## src/rtl/lkd_pkg.sv

```systemverilog
// Package: shared types and constants for the PLL frequency lock detector.
// Assumes: two monitored clocks, reference at index 0 and feedback at index 1.
package lkd_pkg;

    localparam int LKD_NUM_CLKS = 2;
    localparam int LKD_IDX_REF  = 0;
    localparam int LKD_IDX_FB   = 1;

    // Two-level lock grade produced at each window close.
    typedef struct packed {
        logic coarse;
        logic fine;
    } lock_grade_t;

endpackage

```

## src/rtl/lkd_edge_sync.sv

```systemverilog
// Module: lkd_edge_sync
// Brings one asynchronous clock into the sampling domain through STAGES
// flops, then emits a one-cycle pulse for each rising edge it sees.
// Assumes: the sampling clock runs more than twice as fast as the input, so
// every high phase and every low phase is sampled at least once.
module lkd_edge_sync #(
    parameter int STAGES = 2
) (
    input  logic clk,
    input  logic rst_n,
    input  logic async_i,
    output logic rise_o
);

    // pipe[STAGES-1] is the synchronized level; pipe[STAGES] is its previous value
    logic [STAGES:0] pipe;

    // Shift the input through the synchronizer and one history flop
    always_ff @(posedge clk) begin
        if (!rst_n) begin
            pipe <= '0;
        end else begin
            pipe <= {pipe[STAGES-1:0], async_i};
        end
    end

    // Rising edge: synchronized level is high now and was low one cycle earlier
    assign rise_o = pipe[STAGES-1] & ~pipe[STAGES];

    // an edge pulse never lasts longer than one cycle
    a_r2_single_pulse: assert property (@(posedge clk) disable iff (!rst_n)
        rise_o |=> !rise_o);

endmodule

```

## src/rtl/lkd_window_counter.sv

```systemverilog
// Module: lkd_window_counter
// Holds the reference and feedback period counters. A window closes when the
// reference count equals W. The feedback counter saturates at its maximum
// value instead of wrapping.
// Assumes: ref_rise and fb_rise are single-cycle pulses in the clk domain.
module lkd_window_counter #(
    parameter int W  = 64,
    parameter int CW = 7
) (
    input  logic          clk,
    input  logic          rst_n,
    input  logic          active,
    input  logic          ref_rise,
    input  logic          fb_rise,
    output logic [CW-1:0] ref_cnt,
    output logic [CW-1:0] fb_cnt,
    output logic          win_end,
    output logic          fb_sat
);

    localparam logic [CW-1:0] WIN_LAST = CW'(W);
    localparam logic [CW-1:0] SAT_VAL  = {CW{1'b1}};

    assign win_end = active && (ref_cnt == WIN_LAST);
    assign fb_sat  = (fb_cnt == SAT_VAL);

    // Reference counter: clear when idle, reload at a window close, else count edges
    always_ff @(posedge clk) begin
        if (!rst_n || !active) begin
            ref_cnt <= '0;
        end else if (win_end) begin
            ref_cnt <= {{(CW-1){1'b0}}, ref_rise};
        end else begin
            ref_cnt <= ref_cnt + {{(CW-1){1'b0}}, ref_rise};
        end
    end

    // Feedback counter: same windowing, but it holds once it reaches its maximum
    always_ff @(posedge clk) begin
        if (!rst_n || !active) begin
            fb_cnt <= '0;
        end else if (win_end) begin
            fb_cnt <= {{(CW-1){1'b0}}, fb_rise};
        end else if (!fb_sat) begin
            fb_cnt <= fb_cnt + {{(CW-1){1'b0}}, fb_rise};
        end
    end

    // the reference count never runs past the window length
    a_r3_ref_within_window: assert property (@(posedge clk) disable iff (!rst_n)
        ref_cnt <= WIN_LAST);

    // a disabled detector leaves both counters at zero
    a_r1_counters_cleared: assert property (@(posedge clk) disable iff (!rst_n)
        !active |=> (ref_cnt == '0) && (fb_cnt == '0));

    // a saturated feedback count stays saturated until the window closes
    a_r7_sat_sticks: assert property (@(posedge clk) disable iff (!rst_n)
        active && fb_sat && !win_end |=> fb_sat);

endmodule

```

## src/rtl/lkd_lock_grader.sv

```systemverilog
// Module: lkd_lock_grader
// Compares the two period counts at each window close and registers a
// coarse/fine lock grade. The grade is held between closes.
// Assumes: F <= C, and C < 2**CW.
module lkd_lock_grader
    import lkd_pkg::*;
#(
    parameter int CW = 7,
    parameter int C  = 4,
    parameter int F  = 1
) (
    input  logic          clk,
    input  logic          rst_n,
    input  logic          active,
    input  logic          win_end,
    input  logic          fb_sat,
    input  logic [CW-1:0] ref_cnt,
    input  logic [CW-1:0] fb_cnt,
    output logic          coarse_o,
    output logic          fine_o
);

    localparam logic [CW-1:0] COARSE_TOL = CW'(C);
    localparam logic [CW-1:0] FINE_TOL   = CW'(F);

    logic [CW-1:0] gap;
    lock_grade_t   grade_q;
    lock_grade_t   grade_d;

    // Absolute difference between the two period counts
    assign gap = (fb_cnt >= ref_cnt) ? (fb_cnt - ref_cnt) : (ref_cnt - fb_cnt);

    // Grade the current counts; a saturated feedback count is out of lock
    always_comb begin
        grade_d.coarse = !fb_sat && (gap <= COARSE_TOL);
        grade_d.fine   = !fb_sat && (gap <= FINE_TOL);
    end

    // Register the grade at window closes and clear it whenever the detector is idle
    always_ff @(posedge clk) begin
        if (!rst_n || !active) begin
            grade_q <= '0;
        end else if (win_end) begin
            grade_q <= grade_d;
        end
    end

    assign coarse_o = grade_q.coarse;
    assign fine_o   = grade_q.fine;

    // fine lock only ever appears together with coarse lock
    a_r5_fine_needs_coarse: assert property (@(posedge clk) disable iff (!rst_n)
        fine_o |-> coarse_o);

    // outside a window close the grade holds
    a_r6_hold_between: assert property (@(posedge clk) disable iff (!rst_n)
        active && !win_end |=> $stable(coarse_o) && $stable(fine_o));

    // a disabled detector reports no lock
    a_r1_idle_clear: assert property (@(posedge clk) disable iff (!rst_n)
        !active |=> !coarse_o && !fine_o);

    // a window that closes saturated reports no lock
    a_r7_sat_unlocks: assert property (@(posedge clk) disable iff (!rst_n)
        win_end && fb_sat |=> !coarse_o && !fine_o);

endmodule

```

## src/rtl/pll_lock_detector.sv

```systemverilog
// Module: pll_lock_detector (top)
// Grades PLL frequency lock by counting whole feedback-clock and
// reference-clock periods over a window of W reference periods.
// Assumes: clk is more than twice as fast as either input clock; rst_n is
// synchronous to clk.
module pll_lock_detector
    import lkd_pkg::*;
#(
    parameter int W           = 64,
    parameter int C           = 4,
    parameter int F           = 1,
    parameter int SYNC_STAGES = 2
) (
    input  logic clk,
    input  logic rst_n,
    input  logic fb_clk_i,
    input  logic ref_clk_i,
    input  logic detect_en,
    input  logic pwr_down,
    output logic coarse_lock,
    output logic fine_lock
);

    localparam int CW = $clog2(W) + 1;

    logic [LKD_NUM_CLKS-1:0] raw_clk;
    logic [LKD_NUM_CLKS-1:0] clk_rise;
    logic [CW-1:0]           ref_cnt;
    logic [CW-1:0]           fb_cnt;
    logic                    win_end;
    logic                    fb_sat;
    logic                    active;

    assign raw_clk[LKD_IDX_REF] = ref_clk_i;
    assign raw_clk[LKD_IDX_FB]  = fb_clk_i;

    // The detector runs only while enabled and not powered down
    assign active = detect_en && !pwr_down;

    // One synchronizer and edge detector for each monitored clock
    for (genvar g = 0; g < LKD_NUM_CLKS; g++) begin : g_sync
        lkd_edge_sync #(
            .STAGES (SYNC_STAGES)
        ) u_sync (
            .clk     (clk),
            .rst_n   (rst_n),
            .async_i (raw_clk[g]),
            .rise_o  (clk_rise[g])
        );
    end

    lkd_window_counter #(
        .W  (W),
        .CW (CW)
    ) u_cnt (
        .clk      (clk),
        .rst_n    (rst_n),
        .active   (active),
        .ref_rise (clk_rise[LKD_IDX_REF]),
        .fb_rise  (clk_rise[LKD_IDX_FB]),
        .ref_cnt  (ref_cnt),
        .fb_cnt   (fb_cnt),
        .win_end  (win_end),
        .fb_sat   (fb_sat)
    );

    lkd_lock_grader #(
        .CW (CW),
        .C  (C),
        .F  (F)
    ) u_grade (
        .clk      (clk),
        .rst_n    (rst_n),
        .active   (active),
        .win_end  (win_end),
        .fb_sat   (fb_sat),
        .ref_cnt  (ref_cnt),
        .fb_cnt   (fb_cnt),
        .coarse_o (coarse_lock),
        .fine_o   (fine_lock)
    );

endmodule

```

## config.mk

```make
export PLATFORM = sky130hd
export DESIGN_NAME = pll_lock_detector
export DESIGN_NICKNAME = d
export VERILOG_FILES = /design/src/rtl/lkd_pkg.sv /design/src/rtl/lkd_edge_sync.sv /design/src/rtl/lkd_window_counter.sv /design/src/rtl/lkd_lock_grader.sv /design/src/rtl/pll_lock_detector.sv
export SDC_FILE = /design/constraint.sdc
export NUM_CORES = 1
export LEC_CHECK = 0
export BUFFER_PORTS_ARGS = -buffer_cell sky130_fd_sc_hd__buf_2
export CORE_ASPECT_RATIO = 0.7
export CORE_MARGIN = 3
export CORE_UTILIZATION = 54
export CTS_CLUSTER_SIZE = 16
export DETAILED_ROUTE_END_ITERATION = 12
export GPL_TIMING_DRIVEN = 0
export PLACE_DENSITY_LB_ADDON = 0.3
export REMOVE_ABC_BUFFERS = 1
export SYNTH_ARGS = -nofsm -noshare
export SYNTH_HDL_FRONTEND = slang
export SYNTH_SLANG_ARGS = --single-unit
```

## constraint.sdc

```tcl
create_clock -name clk -period 2.2 [get_ports clk]
set_input_delay 0.44 -clock clk [delete_from_list [all_inputs] [get_ports clk]]
set_output_delay 0.44 -clock clk [all_outputs]
set_load 0.01 [all_outputs]
```

==> out/results.txt <==
Wire length on met3: 192 um
Startpoint of the worst-slack reg-to-reg timing path: u_cnt.fb_cnt[0]
Yosys top cell area share: 28.1%
Post-layout utilization of the core: 71.8%
Hold worst-path end: g_sync[0].u_sync.pipe[0]
CTS Hold Buffers Added: 0
Post-route antenna net violation count: 0
Proportion of layout cells with a drive suffix above 1: 26.5%
Floorplan die area: 0.00360 sq mm
Total power draw: 0.000728 W
Total routing resource utilization after global routing: 20.3%
Clock Skew: 3.00 ps
Worst min-delay path class: input port to flop
Predominant post-synthesis flop cell: dfxtp_1
Insertion delay to the later sink of the worst-skew pair: 270 ps
Worst-Margin Slew: 569 ps
Post-Route WL: 3880 um
Final standard cell count with taps included and fillers excluded: 238
Maximum number of pins on one net before global-route repair: 15
Die width: 70.4 um
Detailed router's first-iteration violation count: 101
Proportion of synthesized chip area in sequential cells: 28.1%
Number of buffers inserted by port buffering: 7
Data arrival time at the worst-slack endpoint: 2380 ps
Top achievable clock speed: 456 MHz
Cell area after synthesis: 0.00157 sq mm
Row count: 15
Initial antenna violation count: 0
Wire length the detailed router placed on met1: 1750 um
Most used standard cell by instance count after synthesis: dfxtp_1
Result of the run: finished clean
Static power due to leakage: 0.730 nW
Number of distinct library cells after synthesis: 44
Non-Filler Cell Area, Final: 0.00187 sq mm
Headroom to the max-slew limit: 62.0%
Max rail drop VDD: 0.312 mV
Clock Path Buffers: 2
Critical Setup Path Class: flop to flop
GRT overflow: 0
Die Span Y: 51.1 um
Top layer reached by signal wires: met4
Cell chosen for the clock root: clkbuf_8
Max Fanout on Critical Path: 6
Leading cell types by count after synthesis: dfxtp_1 (22), inv_1 (20), ha_1 (17), nor2_1 (16), a21oi_1 (14)
Synthesis Warnings: 0
Number of global-route vias before repair: 1289
Footprint of the multi-input gates: 0.00114 sq mm
Final Hold Fails: 0
Worst hold start: ref_clk_i
Post-synth EDFFs: 0
Area added between synthesis and finish: 19.4%
Largest area contributor in the synthesized netlist: dfxtp_1
Fillcell total: 184
Initial Utilization: 60.1%
Final setup violating endpoints: 0
Global-route wire length before repair: 5780 um
Max Cap Violations: 0
Synthesized netlist cell count: 188
Vias after detailed routing: 1438
Number of cells after detailed placement: 225
First-pass iteration count of the detailed router: 4
Standard cell core area: 0.00261 sq mm
Wire length on met2: 1880 um
Kind of start point of the critical path: flop
Routed WL per cell: 16.3 um
Shortest clock period the worst path allows after layout: 2190 ps
Total placed instance area: 0.00161 sq mm
Worst reg2reg endpoint: u_grade.coarse_o
Biggest area contributors in the synthesized netlist: dfxtp_1 (28%), ha_1 (14%), xnor2_1 (5.6%)
Net count, final: 230
Reg2reg setup slack: 7 ps
H-tree levels: 1
Synthesized area per cell: 8.34 sq um
Half-perimeter wire length of the detailed placement result: 2590 um
Clock tree from TritonCTS: built
Critical path required time: 2390 ps
Total number of clock tree sinks: 22
Final Wtd Congestion: 0.920
I/O pin count: 8
Worst hold slack: 384 ps
Async set-or-reset flop fraction in the synthesized netlist: 0%
Post-synthesis sequential element count: 22
Detailed-route DRC error count: 0
Clk pin slew, worst setup/hold paths: 80 ps
Number of diodes added for antenna fixing: 0
Worst-case reg-to-reg path depth: 10
Worst hold path cell count: 2
Power density over cell area: 389 mW/mm^2
Vias/cell: 6.04
Crit end category: flop
Number of buffers inserted during clock tree synthesis: 3
Total area of sequential cells: 458 sq um
Max-slew violation count: 0
Tcrit/Tclk final: 99.7%
[how the worst max path moves through the flow]
stage                      from               end  slack (ps)  depth (start not counted)
2_1_floorplan  u_cnt.ref_cnt[3]  u_grade.coarse_o          80                          9
3_3_place_gp   u_cnt.ref_cnt[3]  u_grade.coarse_o        -170                          9
3_5_place_dp   u_cnt.ref_cnt[3]  u_grade.coarse_o        -300                          9
4_1_cts        u_cnt.ref_cnt[0]    u_grade.fine_o          10                          9
5_1_grt         u_cnt.fb_cnt[0]  u_grade.coarse_o         -60                         10
6_report        u_cnt.fb_cnt[0]  u_grade.coarse_o           7                         10
[per-stage QoR]
step,setup slack (ps),setup TNS [ps]
floorplan,84.0,0
global placement,-166,-319
detailed placement,-301,-593
CTS,10.9,0
global route,-59.1,-106
finish,6.85,0
[per-layer routing]
| layer | GRT usage, % | vias up |
|---|---|---|
| met4 | 4.46 | 0 |
| met1 | 26.0 | 711 |
| li1 | - | 681 |
| met3 | 4.13 | 7 |
| met2 | 35.4 | 39 |
| met5 | 0 | - |
[registers in the layout (all words and copies together) (netlist names)]
signal	count
u_grade.coarse_o	1
u_grade.fine_o	1
u_cnt.fb_cnt	7
u_cnt.ref_cnt	7
g_sync.u_sync.pipe	6
[layout make-up]
class,instances,share of cell area [%]
inverters,20,4.01
repair buffers,16,5.48
well taps,34,2.27
flip-flops and latches,22,24.5
multi-input cells,142,60.8
clock buffers,4,2.94
[logic make-up (layout without fill, tap and decap cells)]
family	after synthesis	in the layout	synth area share, %
AOI/OAI and AO/OA	42	42	17.6
xor gates and xnor gates	10	10	5.59
adders and majority gates	19	19	16.1
buffers and inverters	24	40	7.34
DFF	22	22	28.1
muxes	3	3	1.92
and+or+nand+nor	68	68	23.3
[power breakdown]
| part | internal [W] | total, W | leakage (nW) | switching, W |
|---|---|---|---|---|
| clock network | 0.000160 | 0.000296 | 0.0288 | 0.000136 |
| logic | 0.0000150 | 0.0000311 | 0.518 | 0.0000161 |
| registers | 0.000399 | 0.000401 | 0.183 | 0.00000204 |
[worst max-delay path: stages, from the launching register on]
cell and delay (ps):
dfxtp_4 390, inv_1 50, ha_2 200, fa_2 360, nand2b_4 170, a21oi_2 160
nor3_1 70, mux2i_1 180, xnor2_1 170, o2111ai_2 190, o22ai_1 150
[placed cells by master (no fill, tap or decap), types with 3 or more instances in the layout]
master	instances
nor2_1	16
mux2i_1	3
nand2_1	11
and2_1	6
inv_1	19
a21oi_1	11
buf_4	9
a21oi_2	3
nand3_1	7
xnor2_1	10
clkbuf_8	4
nor3_1	4
o21ai_0	5
ha_4	6
nor2b_1	6
dfxtp_1	14
buf_2	7
dfxtp_4	3
o22ai_1	4
dfxtp_2	5
ha_1	10
[what timing repair did]
item / CTS / global route
setup endpoints to repair: 2 / 2
resized for setup: 16 / 19
pin swaps: 6 / 9
buffers inserted: 2 / 7
Power figures use the tool's default switching activity.
